## src/rtl/wash_pkg.sv

```systemverilog
package wash_pkg;
  typedef enum logic [1:0] {PH_FWD, PH_REST_A, PH_REV, PH_REST_B} phase_e;
  typedef enum logic [1:0] {ST_IDLE, ST_RUN, ST_FIN} state_e;
endpackage

```

## src/rtl/wash_edge.sv

```systemverilog
module wash_edge (
  input  logic clk,
  input  logic lvl,
  output logic rise
);
  logic lvl_q;

  // tracks the level in every cycle, reset included, so a button held through reset is not an edge
  always_ff @(posedge clk) begin
    lvl_q <= lvl;
  end

  assign rise = lvl & ~lvl_q;
endmodule

```

## src/rtl/wash_phase_timer.sv

```systemverilog
module wash_phase_timer #(
  parameter int FWD_S  = 20,
  parameter int RESTA_S = 10,
  parameter int REV_S  = 20,
  parameter int RESTB_S = 10
) (
  input  logic                clk,
  input  logic                rst,
  input  logic                clear,
  input  logic                run,
  input  logic                tick,
  output wash_pkg::phase_e    phase,
  output logic                min_pulse
);
  import wash_pkg::*;

  localparam int CYCLE = FWD_S + RESTA_S + REV_S + RESTB_S;
  localparam int W     = $clog2(CYCLE);
  localparam logic [W-1:0] END_FWD   = W'(FWD_S);
  localparam logic [W-1:0] END_RESTA = W'(FWD_S + RESTA_S);
  localparam logic [W-1:0] END_REV   = W'(FWD_S + RESTA_S + REV_S);
  localparam logic [W-1:0] LAST      = W'(CYCLE - 1);

  logic [W-1:0] sec_q;
  logic         wrap;

  assign wrap      = (sec_q == LAST);
  assign min_pulse = run & tick & wrap;

  always_ff @(posedge clk) begin
    if (rst || clear) begin
      sec_q <= '0;
    end else if (run && tick) begin
      sec_q <= wrap ? '0 : sec_q + 1'b1;
    end
  end

  always_comb begin
    if (sec_q < END_FWD)        phase = PH_FWD;
    else if (sec_q < END_RESTA) phase = PH_REST_A;
    else if (sec_q < END_REV)   phase = PH_REV;
    else                        phase = PH_REST_B;
  end
endmodule

```

## src/rtl/wash_bcd_down.sv

```systemverilog
module wash_bcd_down #(
  parameter int                  NDIG   = 2,
  parameter logic [4*NDIG-1:0]   PRESET = 8'h15
) (
  input  logic              clk,
  input  logic              rst,
  input  logic              load,
  input  logic              dec,
  output logic [4*NDIG-1:0] digits,
  output logic              at_one
);
  logic [NDIG-1:0] brw;
  logic            at_zero;

  assign at_zero = (digits == '0);
  assign at_one  = (digits == (4*NDIG)'(1));
  assign brw[0]  = dec & ~at_zero;

  for (genvar i = 0; i < NDIG; i++) begin : g_dig
    logic [3:0] d;
    assign digits[4*i +: 4] = d;

    if (i < NDIG - 1) begin : g_brw
      assign brw[i+1] = brw[i] & (d == 4'd0);
    end

    always_ff @(posedge clk) begin
      if (rst) begin
        d <= 4'd0;
      end else if (load) begin
        d <= PRESET[4*i +: 4];
      end else if (brw[i]) begin
        d <= (d == 4'd0) ? 4'd9 : d - 4'd1;
      end
    end
  end
endmodule

```

## src/rtl/wash_sequencer.sv

```systemverilog
module wash_sequencer #(
  parameter int         FWD_S   = 20,
  parameter int         RESTA_S = 10,
  parameter int         REV_S   = 20,
  parameter int         RESTB_S = 10,
  parameter logic [7:0] PRESET  = 8'h15
) (
  input  logic       clk,
  input  logic       rst,
  input  logic       start_btn,
  input  logic       sec_tick,
  output logic       lamp_fwd,
  output logic       lamp_rev,
  output logic       lamp_pause,
  output logic       done,
  output logic [3:0] min_tens,
  output logic [3:0] min_ones
);
  import wash_pkg::*;

  state_e     state_q;
  phase_e     phase;
  logic       start_rise;
  logic       launch;
  logic       min_pulse;
  logic       at_one;
  logic [7:0] digits;
  logic       running;

  assign running = (state_q == ST_RUN);
  assign launch  = start_rise & ~running;

  wash_edge u_edge (
    .clk  (clk),
    .lvl  (start_btn),
    .rise (start_rise)
  );

  wash_phase_timer #(
    .FWD_S   (FWD_S),
    .RESTA_S (RESTA_S),
    .REV_S   (REV_S),
    .RESTB_S (RESTB_S)
  ) u_timer (
    .clk       (clk),
    .rst       (rst),
    .clear     (launch),
    .run       (running),
    .tick      (sec_tick),
    .phase     (phase),
    .min_pulse (min_pulse)
  );

  wash_bcd_down #(
    .NDIG   (2),
    .PRESET (PRESET)
  ) u_count (
    .clk    (clk),
    .rst    (rst),
    .load   (launch),
    .dec    (min_pulse),
    .digits (digits),
    .at_one (at_one)
  );

  always_ff @(posedge clk) begin
    if (rst) begin
      state_q <= ST_IDLE;
    end else if (launch) begin
      state_q <= ST_RUN;
    end else if (min_pulse && at_one) begin
      state_q <= ST_FIN;
    end
  end

  always_comb begin
    lamp_fwd   = 1'b0;
    lamp_rev   = 1'b0;
    lamp_pause = 1'b0;
    if (running) begin
      case (phase)
        PH_FWD:  lamp_fwd   = 1'b1;
        PH_REV:  lamp_rev   = 1'b1;
        default: lamp_pause = 1'b1;
      endcase
    end
  end

  assign done     = (state_q == ST_FIN);
  assign min_tens = digits[7:4];
  assign min_ones = digits[3:0];
endmodule

```

## config.mk

```make
export PLATFORM = sky130hd
export DESIGN_NAME = wash_sequencer
export DESIGN_NICKNAME = d
export VERILOG_FILES = /design/src/rtl/wash_pkg.sv /design/src/rtl/wash_edge.sv /design/src/rtl/wash_phase_timer.sv /design/src/rtl/wash_bcd_down.sv /design/src/rtl/wash_sequencer.sv
export SDC_FILE = /design/constraint.sdc
export NUM_CORES = 1
export LEC_CHECK = 0
export ABC_AREA = 1
export BUFFER_PORTS_ARGS = -buffer_cell sky130_fd_sc_hd__buf_4
export CORE_MARGIN = 3
export CORE_UTILIZATION = 35
export CTS_BUF_LIST = sky130_fd_sc_hd__clkbuf_16
export CTS_CLUSTER_DIAMETER = 200
export DETAILED_ROUTE_END_ITERATION = 10
export GPL_ROUTABILITY_DRIVEN = 1
export RECOVER_POWER = 100
export SETUP_SLACK_MARGIN = 0.1
export SYNTH_ARGS = -nofsm -noshare
export SYNTH_HDL_FRONTEND = slang
export SYNTH_SLANG_ARGS = --single-unit
```

## constraint.sdc

```tcl
create_clock -name clk -period 3.01 [get_ports clk]
set_input_delay 0.301 -clock clk [delete_from_list [all_inputs] [get_ports clk]]
set_output_delay 0.301 -clock clk [all_outputs]
set_load 0.1 [all_outputs]
```

======== Yosys cells after proc, flatten, opt, wreduce, memory -nomap -nowiden ========
Cells that the tools add are included.
word-level totals
  flip-flop bits (word level) ............. 17
  bits in latches ......................... 0
  RAM bits ................................ 0
  output and inout bits ................... 12
  input bits .............................. 4
  ROM bits ................................ 0
  memories kept ........................... 0
operators by class
  multipliers ............................. 0
  eq/ne operators ......................... 5
  muxes and demuxes ....................... 18
  $lt $le $gt $ge ......................... 3
  add/sub/neg operators ................... 3
  divide/modulo/power cells ............... 0
  shift operators ......................... 0
  bitwise gates (word level) .............. 9
  reductions and logical operators ........ 12
operators with widths
  cell                                                                           number
  6-bit by 5-bit less-than comparator with 1-bit output (second input constant)  2
  1-bit two-way mux                                                              11
  8-bit by 1-bit == test with 1-bit output (second input constant)               1
  4-bit zero test                                                                2
  8-bit zero test                                                                1
  4-bit two-way mux                                                              2
  4-bit by 1-bit subtractor with 4-bit output (second input constant)            2
  6-bit by 1-bit adder with 6-bit output (second input constant)                 1
  1-bit bitwise AND                                                              6
  6-bit == test (second input constant)                                          1
  6-bit less-than comparator (second input constant)                             1
  3-bit two-way mux                                                              2
  6-bit two-way mux                                                              1
  2-bit nonzero test                                                             3
  2-bit == test (second input constant)                                          2
  2-bit two-way mux                                                              2
  2-bit OR reduction                                                             2
  1-bit NOT                                                                      3
  2-bit by 1-bit == test with 1-bit output (second input constant)               1
  1-bit logical AND                                                              2
  2-bit zero test                                                                1
  1-bit logical OR                                                               1

======== Longest topological paths before layout ========
Gate-level depths: netlist (run 1).
  word-level depth ........................ 8
  depth in mapped cells ................... 9
  mapped depth without buffers ............ 9

======== Modules after synthesis ========
From an unflattened synthesis (run 1), not the netlist that was laid out.
second synthesis, totals
  cells, all modules ...................... 154
  area total of the unflattened synthesis .. 984.7 um^2
by module, submodules not included
  module            times used  sequential area each (um^2)  cells an instance  area each (um^2)
  wash_bcd_down     1           160.2                        77                 469.2
  wash_phase_timer  1           120.1                        54                 367.9
  wash_sequencer    1           40.0                         20                 117.6
  wash_edge         1           20.0                         3                  30.0

======== Worst setup path after synthesis (run 1) ========
Ideal clock, no wire load.
  kind .................................... reg2out
  from .................................... reg u_timer.sec_q[2]
  to ...................................... out lamp_pause
  arrival time ............................ 2006 ps
  path slack .............................. 703 ps
  required time ........................... 2709 ps
  stages on the path, launching flop included .. 6
  path through ............................ dfxtp_1 > nor2_1 > a21oi_1 > o21bai_1 > nand2_1 > nor2_1
between the ends
  word-level cells in the longest chain between the ends .. 8
ends and longest elaborated chain
  item                                                     line                    source
  start: declaration                                       wash_phase_timer.sv:24  logic [W-1:0] sec_q;
  start signal: assignment                                 wash_phase_timer.sv:34  sec_q <= wrap ? '0 : sec_q + 1'b1;
  6-bit less-than comparator                               wash_phase_timer.sv:41  else if (sec_q < END_REV) phase = PH_REV;
  1-bit two-way mux                                        wash_phase_timer.sv:41
  2-bit two-way mux                                        wash_phase_timer.sv:40  else if (sec_q < END_RESTA) phase = PH_REST_A;
  2-bit two-way mux (*)                                    wash_phase_timer.sv:39  if (sec_q < END_FWD) phase = PH_FWD;
  2-bit == test / 2-bit zero test (equally long branches)  wash_sequencer.sv:81    case (phase)
  2-bit OR reduction (no line) (*)                         n/a
  1-bit two-way mux (*)                                    wash_sequencer.sv:81
  1-bit two-way mux (*)                                    wash_sequencer.sv:80    if (running) begin
  end: declaration                                         wash_sequencer.sv:14    output logic lamp_pause,
Every way passes the cells marked *; elsewhere a longest branch is shown, timed or not.

======== Final worst setup path (run 1) ========
Same ends and word-level chain as after synthesis.

==> metrics.txt, run 1 <==
number of DRC markers in iteration 0 55; Fin. Hold Viols 0; Max Slew Vio Count 0; vias in the first global route 800; vias per cell 4.82; die area 3340 µm²; commonest non-fill, non-tap cells in the layout nand2_1 (30), inv_1 (22), dfxtp_1 (17), nor2_1 (16), clkbuf_1 (13); die height 57.8 µm; Worst Path Required 2.71 ns; TritonCTS clock tree yes; leading cell type in the layout, fill and taps excluded nand2_1; fin cells 181; final wirelength 1890 µm; Port Buffers 15; largest vdd supply drop 0.000484 V; clk buf depth 2; TritonCTS Buffers 3; setup violators final 0; final worst-path cycle share 77.0%; clk root buf clkbuf_16; HPWL Detailed 1480 µm; Slew @ Worst Pin 1.17 ns; number of setup buffers added after CTS 0; Syn Std Cell Area 938 µm²; nets 157; clk_lat worst skew 0.25 ns; First-pass DRT Iterations 4; CTS clk-pin slew, worst paths 0.05 ns; Seq cells post-synth 17; synthesized area per cell 7.11 µm²; yosys warns 0; placed instance count 177; CP Max Fanout 5; Synth cell types 24; fillers 277; Initial Util 37.2%; core area 2520 µm²; f_max 0.431 GHz; gr usage total 12.4%; top-level I/O count 16; Lkg Pwr 0.452 nW; Final ANT Viol Nets 0; Worst slew margin 22.4%; crit path kind register to primary output; Ant. Diodes 0; HP Class input port to register; Setup Skew 0.00332 ns; synthesized instance count 132; Crit. End Element primary output; Die X 57.8 µm; routability cong. 0.859; max-cap violation count 0; Clock Sink Count 17; PD cells 541 nW/µm²; wire per inst 10.5 µm; Hold Buf Count CTS 0; via count 872; status finished clean; drt drc 0; P&R area growth vs syn 13.5%; Arrival @ worst endpoint 2.02 ns; crit path launch type register; sequential area share after synthesis 36.3%; share of layout cells above drive strength 1 9.93%; RSZ-0062 raised after global routing false; total negative slack 0 ns; total grt overflow 0; initial antenna violation count 0; crit path time final 2.32 ns; global-route wire length before repair 3230 µm; count of standard-cell rows 18; CTS H-tree lvls 1; total power 0.576 mW; number of gates resized after CTS 0; largest net degree at the start of global routing 11; Post-Syn Nets 137
worst paths after layout:
check                                           from                            endpoint  slack, ns  cells after the start
setup / recovery       u_timer.sec_q[2]$_SDFFE_PP0P_                          lamp_pause       0.69                      6
hold / removal                             start_btn                u_edge.lvl_q$_DFF_P_       0.17                      1
setup reg to reg       u_timer.sec_q[1]$_SDFFE_PP0P_  u_count.g_dig[1].d[3]$_SDFFE_PP0P_       1.21                      8
hold reg to reg   u_count.g_dig[1].d[3]$_SDFFE_PP0P_  u_count.g_dig[1].d[3]$_SDFFE_PP0P_       0.48                      2
sequential cells by signal, indices dropped and copies added, names as in the netlist:
name	cells
u_edge.lvl_q	1
u_count.g_dig.d	8
u_timer.sec_q	6
state_q	2
Yosys cell counts (all sizes together):
cell type	n	area, µm²
o21bai	1	7.51
o21ai	7	35.0
nor2	18	106
inv	23	86.3
clkinv	1	5.00
nand2	32	138
dfxtp	17	340
nor3	4	25.0
o211ai	1	7.51
nand3b	1	11.3
nand4	2	27.5
a21oi	12	63.8
ha	1	12.5
nand3	12	72.6
cells by family after synthesis:
kind of cell    after synthesis  share of synthesized area, %
simple gates                 69                          40.5
buf+inv                      24                          9.73
flops                        17                          36.3
compound gates               21                          12.1
fa+ha+maj                     1                          1.33
power breakdown:
| group | switching [mW] | internal (mW) |
|---|---|---|
| sequential | 0.00507 | 0.231 |
| combinational | 0.0572 | 0.0138 |
| clock | 0.0909 | 0.178 |
final cells by class:
cell class,instances,area [µm²],area share (%)
Sequential cell,17,340,32.0
Tap cell,30,37.5,3.53
Clock buffer,3,75.1,7.05
Clock inverter,1,5.00,0.470
Timing Repair Buffer,15,63.8,5.99
Multi-Input combinational cell,91,452,42.4
Inverter,24,91.3,8.58
per-layer routing:
layer  up-vias  share of wire, %  GRT usage (%)
met2        21                48           20.6
li1        457                 -              -
met3         4               6.0           4.01
met4         0               1.2           5.30
met5         -                 0              0
met1       390                45           14.6
worst max-delay path, stage by stage, from the launching register on:
cell and delay, ns:
dfxtp_1 0.43, nor2_1 0.07, a21oi_1 0.12, o21bai_1 0.14
nand2_1 0.07, nor2_1 0.08, clkbuf_1 0.86
metrics by stage:
stage	instance area [µm²]	util [%]	setup slack [ns]	hold WS, ns
floorplan	938	-	0.703	0.329
global placement	1090	43.2	1.56	0.424
detailed placement	1090	43.2	1.53	0.426
CTS	1170	46.3	1.25	0.166
global route	1060	42.2	0.600	0.191
finish	1060	42.2	0.692	0.175
No activity file was read; power rests on OpenSTA's default activity.
==> run 2: changes to the inputs <==
- clock period: 3.01 -> 2.4 ns (I/O delays scaled with it)
==> run 2 against run 1 <==
Net effect:
- first-iteration DRC count fell by 38%
- clock power rose by 23%
- setup slack got worse by 0.15 ns
- cell area rose by 1.2%
- critical endpoint unchanged
- highest routed layer unchanged
- die area did not move
- utilization rose by 0.50 points
- count of clock-buffer cells in the layout did not move
- combinational power rose by 27%
- worst hold slack got worse by 0.049 ns
- cell count did not move
- clock skew fell by 0.0019 ns
- critical path type unchanged
==> metrics.txt, run 2 (synthesis gave the netlist of run 1 again) <==
status finished clean (unchanged); wire per inst 11.2 µm (was 10.5 µm); TritonCTS Buffers 3 (unchanged); fin util 42.7% (was 42.2%); switching part of the total 26.4% (was 26.6%); core area 2520 µm² (unchanged); CP Max Fanout 6 (was 5); total negative slack 0 ns (unchanged); crit path time final 1.86 ns; clk_lat worst skew 0.25 ns (about the same); power share of the clock group 46.1% (was 46.7%); commonest non-fill, non-tap cells in the layout nand2_1 (29), inv_1 (23), nor2_1 (17), dfxtp_1 (17) (was nand2_1 (30), inv_1 (22), dfxtp_1 (17), nor2_1 (16), clkbuf_1 (13)); CTS H-tree lvls 1 (unchanged); leading cell type in the layout, fill and taps excluded nand2_1 (unchanged); Reg with most FFs u_count.g_dig.d (unchanged); Net Sw Power 0.190 mW (was 0.153 mW); die area 3340 µm² (unchanged); Ant. Diodes 0 (unchanged); clk root buf clkbuf_16 (unchanged); First-pass DRT Iterations 4 (unchanged); number of setup buffers added after CTS 0 (unchanged); routability cong. 0.862 (was 0.859); number of DRC markers in iteration 0 34 (was 55); drt drc 0 (unchanged); Place WS 0.962 ns (was 1.53 ns); top-level I/O count 16 (unchanged); largest net degree at the start of global routing 10 (was 11); vias in the first global route 856 (was 800); nets 157 (unchanged); Setup Skew 0.00143 ns (was 0.00332 ns); WHS Path Cells 1 (unchanged); initial antenna violation count 0 (unchanged); f_max 0.537 GHz; Worst slew margin 22.9% (was 22.4%); HP Class input port to register (unchanged); Max Slew Vio Count 0 (unchanged); P&R area growth vs syn 14.8% (was 13.5%); post-route setup slack 0.538 ns (was 0.692 ns); count of standard-cell rows 18 (unchanged); Hold Buf Count CTS 0 (unchanged); Combinational Power Share 12.6% (was 12.3%); die height 57.8 µm (unchanged); Crit. End Element primary output (unchanged); final worst-path cycle share 77.6%; global-route wire length before repair 3640 µm (was 3230 µm); vias per cell 4.88 (was 4.82); RSZ-0062 raised after global routing false (unchanged); number of flip-flops in the largest register 8 (unchanged); share of power burned in registers 41.3% (was 41.0%); number of gates resized after CTS 0 (unchanged); max-cap violation count 0 (unchanged); total grt overflow 0 (unchanged); Port Buffers 15 (unchanged); clk buf depth 2 (unchanged); Die X 57.8 µm (unchanged); largest vdd supply drop 0.000500 V (was 0.000484 V); final wirelength 2020 µm (was 1890 µm); Final ANT Viol Nets 0 (unchanged); largest registers u_count.g_dig.d (8), u_timer.sec_q (6), state_q (2) (unchanged); Arrival @ worst endpoint 1.62 ns (was 2.02 ns); Lkg Pwr 0.464 nW (was 0.452 nW); CTS clk-pin slew, worst paths 0.05 ns (about the same); TritonCTS clock tree yes (unchanged); crit path kind register to primary output (unchanged); PD cells 667 nW/µm² (was 541 nW/µm²); via count 884 (was 872); Slew @ Worst Pin 1.16 ns (was 1.17 ns); Fin. Hold Viols 0 (unchanged); Int Power 0.529 mW (was 0.423 mW); Worst Path Required 2.16 ns (was 2.71 ns); FF-to-FF path depth 9 (was 8); setup violators final 0 (unchanged); HPWL Detailed 1530 µm (was 1480 µm); crit path launch type register (unchanged); share of layout cells above drive strength 1 11.9% (was 9.93%); Clock Sink Count 17 (unchanged); gr usage total 13.9% (was 12.4%); Initial Util 37.2% (unchanged)
-- run 2: cell types whose count changed in the layout (fill, tap and decap cells not counted), sizes merged --
cell,previous run,this run
clkinv,1,0
inv,23,24
-- run 2: layer usage --
metal	global-route usage, %	wire (µm)	vias up
met5	0	0	-
met4	4.30	39	0
met3	5.12	128	4
met2	23.2	934	27
met1	16.5	917	390
li1	-	-	463
-- run 2: final timing paths --
kind | to | from | slack [ns]
hold / removal | u_edge.lvl_q$_DFF_P_ | start_btn | 0.13
setup / recovery | lamp_pause | u_timer.sec_q[3]$_SDFFE_PP0P_ | 0.54
setup reg to reg | u_count.g_dig[1].d[3]$_SDFFE_PP0P_ | u_timer.sec_q[5]$_SDFFE_PP0P_ | 0.58
hold reg to reg | u_count.g_dig[1].d[3]$_SDFFE_PP0P_ | u_count.g_dig[1].d[3]$_SDFFE_PP0P_ | 0.49
-- run 2: power by group through the flow --
stage               Clock [mW]  Sequential, mW  Combinational, mW
finish                   0.331           0.297             0.0905
global route             0.355           0.298             0.0983
CTS                      0.339           0.297             0.0991
detailed placement           0           0.303             0.0988
global placement             0           0.303             0.0974
floorplan                    0           0.327             0.0511
-- run 2: per-stage QoR --
stage	instances	power, mW	hold slack, ns	area [µm²]
global placement	177	0.400	0.364	1090
global route	181	0.752	0.136	1080
CTS	181	0.735	0.108	1170
floorplan	132	0.378	0.268	938
finish	181	0.718	0.126	1080
detailed placement	177	0.402	0.364	1090
-- run 2: final cells by class --
| class | count | area (µm²) |
|---|---|---|
| fill | 279 | 1450 |
| inverter | 24 | 91.3 |
| timing repair buffer | 15 | 67.6 |
| multi-input combinational | 91 | 462 |
| clock buffer | 3 | 75.1 |
| sequential | 17 | 340 |
| clock inverter | 1 | 3.75 |
| tap | 30 | 37.5 |
-- run 2: critical path: stages (launching register included) --
cell	delay, ns
dfxtp_1	0.42
nor2_1	0.07
a21oi_1	0.12
o21bai_1	0.15
nand2_1	0.07
nor2_1	0.08
clkbuf_2	0.46
==> run 3: changes to the inputs <==
- clock period: 2.4 -> 1.85 ns (I/O delays scaled with it)
==> run 3 against run 2 <==
Net effect:
- die area unchanged
- worst hold slack got worse by 0.053 ns
- utilization increased by 1.8 points
- sequential share of layout area decreased by 0.52 points
- non-clock buffer count unchanged
- wire length decreased by 5.2%
- cell count unchanged
- critical path depth unchanged
- cell area increased by 4.3%
- register-to-register slack got worse by 0.29 ns
- first-iteration DRC count decreased by 29%
- setup slack got worse by 0.36 ns
- critical endpoint unchanged
- largest power group unchanged
==> metrics.txt, run 3 (synthesis gave the netlist of run 1 again) <==
P&R area growth vs syn 19.7% (was 14.8%); Ant. Diodes 0 (unchanged); largest net degree at the start of global routing 10 (unchanged); Final ANT Viol Nets 0 (unchanged); clk buf depth 2 (unchanged); Worst slew margin 63.9% (was 22.9%); final wirelength 1920 µm (was 2020 µm); final worst-path cycle share 90.4%; status finished clean (unchanged); number of DRC markers in iteration 0 24 (was 34); crit-path cells nor2_1 -> a21oi_1 -> o21bai_1 -> nand2_1 -> nor2_2 -> buf_4 (was nor2_1 -> a21oi_1 -> o21bai_1 -> nand2_1 -> nor2_1 -> clkbuf_2); die area 3340 µm² (unchanged); Place WS 0.445 ns (was 0.962 ns); largest registers u_count.g_dig.d (8), u_timer.sec_q (6), state_q (2) (unchanged); Slew @ Worst Pin 0.544 ns (was 1.16 ns); Worst Path Buf+Inv 1 (unchanged); fin cells 181 (unchanged); Most Crowded Layer GR met2 (unchanged); Multi-input gate area 483 µm² (was 462 µm²); sequential standard cell area 349 µm² (was 340 µm²); First-pass DRT Iterations 4 (unchanged); global-route wire length before repair 3300 µm (was 3640 µm); Worst Path Required 1.66 ns (was 2.16 ns); crit path time final 1.67 ns; gr usage total 12.9% (was 13.9%); crit path launch type register (unchanged); Clock Sink Count 17 (unchanged); f_max 0.598 GHz; fillers 277 (was 279); largest vdd supply drop 0.000657 V (was 0.000500 V); kind of cell adding the most delay to the critical path flip-flops (was buffers and inverters); wire per inst 10.6 µm (was 11.2 µm); placed instance count 177 (unchanged); via count 869 (was 884); Crit. End Element primary output (unchanged); share of layout cells above drive strength 1 26.5% (was 11.9%); placed cell area 1110 µm² (was 1090 µm²); Port Buffers 15 (unchanged); Fin. Hold Viols 0 (unchanged); Hold Buf Count CTS 0 (unchanged); met3 Track Usage GR 5.57% (was 5.12%); Initial Util 37.2% (unchanged); number of flip-flops in the largest register 8 (unchanged); Die X 57.8 µm (unchanged); setup violators final 0 (unchanged); Hold Slack 0.0724 ns (was 0.126 ns); fin util 44.5% (was 42.7%); leading cell type in the layout, fill and taps excluded nand2_1 (unchanged); commonest non-fill, non-tap cells in the layout nand2_1 (27), inv_1 (23), nor2_1 (12), a21oi_1 (11), nand3_1 (11) (was nand2_1 (29), inv_1 (23), nor2_1 (17), dfxtp_1 (17)); CP max stage delay 0.44 ns (was 0.46 ns); top-level I/O count 16 (unchanged); TritonCTS clock tree yes (unchanged); total grt overflow 0 (unchanged); clk_lat worst skew 0.25 ns (about the same); total power 0.933 mW (was 0.718 mW); CTS clk-pin slew, worst paths 0.05 ns (about the same); drt drc 0 (unchanged); core area 2520 µm² (unchanged); vias in the first global route 779 (was 856); count of standard-cell rows 18 (unchanged); Setup Skew 0.00264 ns (was 0.00143 ns); TritonCTS Buffers 3 (unchanged); crit path kind register to primary output (unchanged); fin area 1120 µm² (was 1080 µm²); Arrival @ worst endpoint 1.49 ns (was 1.62 ns); HPWL Detailed 1490 µm (was 1530 µm); max-cap violation count 0 (unchanged); Critical-path top delay cell dfxtp_1 (was clkbuf_2); RSZ-0062 raised after global routing false (unchanged); clk root buf clkbuf_16 (unchanged); Reg with most FFs u_count.g_dig.d (unchanged); Lkg Pwr 0.529 nW (was 0.464 nW); HP Class input port to register (unchanged); Max Slew Vio Count 0 (unchanged); die height 57.8 µm (unchanged); CP Max Fanout 5 (was 6); post-route setup slack 0.177 ns (was 0.538 ns); nets 157 (unchanged); GR Util met2 20.3% (was 23.2%); M1 GR Usage 14.9% (was 16.5%); total negative slack 0 ns (unchanged); initial antenna violation count 0 (unchanged); CTS H-tree lvls 1 (unchanged); vias per cell 4.80 (was 4.88); routability cong. 0.877 (was 0.862); PD cells 830 nW/µm² (was 667 nW/µm²)
## run 3: changes by cell type in the layout (fill, tap and decap cells not counted), sizes merged
cell,previous run,this run
buf,2,3
clkbuf,16,15
## run 3: worst register-to-register path, delay by kind of cell (launching register included)
family                   cells  cell delay [ns]
AO/OA/AOI/OAI                1             0.13
adder cells (fa/ha/maj)      1             0.15
buffers and inverters        1             0.11
flip-flops                   1             0.36
AND/OR/NAND/NOR              4             0.73
## run 3: power by group
group | total (mW) | switching (mW) | internal [mW]
Combinational | 0.118 | 0.0933 | 0.0243
Clock | 0.430 | 0.143 | 0.287
Sequential | 0.385 | 0.00860 | 0.377
## run 3: per-layer routing
metal	wire, µm	share of wire [%]
met1	824	43
met2	873	46
met3	150	7.8
met4	66	3.4
met5	0	0
## run 3: path summary, 6_finish.rpt
kind,start,endpoint,slack (ns),cells past startpoint
max,u_timer.sec_q[2]$_SDFFE_PP0P_,lamp_pause,0.18,6
min,start_btn,u_edge.lvl_q$_DFF_P_,0.07,1
max reg2reg,u_timer.sec_q[1]$_SDFFE_PP0P_,u_count.g_dig[1].d[2]$_SDFFE_PP0P_,0.29,7
min reg2reg,u_count.g_dig[1].d[3]$_SDFFE_PP0P_,u_count.g_dig[1].d[3]$_SDFFE_PP0P_,0.46,2
## run 3: layout make-up
cell class                      instances  share of cell area (%)
Clock inverter                          1                   0.334
Clock buffer                            3                    6.68
Inverter                               24                    8.13
Sequential cell                        17                    31.1
Tap cell                               30                    3.34
Timing Repair Buffer                   15                    7.46
Multi-Input combinational cell         91                    43.0
## run 3: what timing repair did
| action | in CTS | in global routing |
|---|---|---|
| setup buffers | 0 | 0 |
| endpoints found under the setup margin | 0 | 1 |
| gates resized for setup | 0 | 1 |
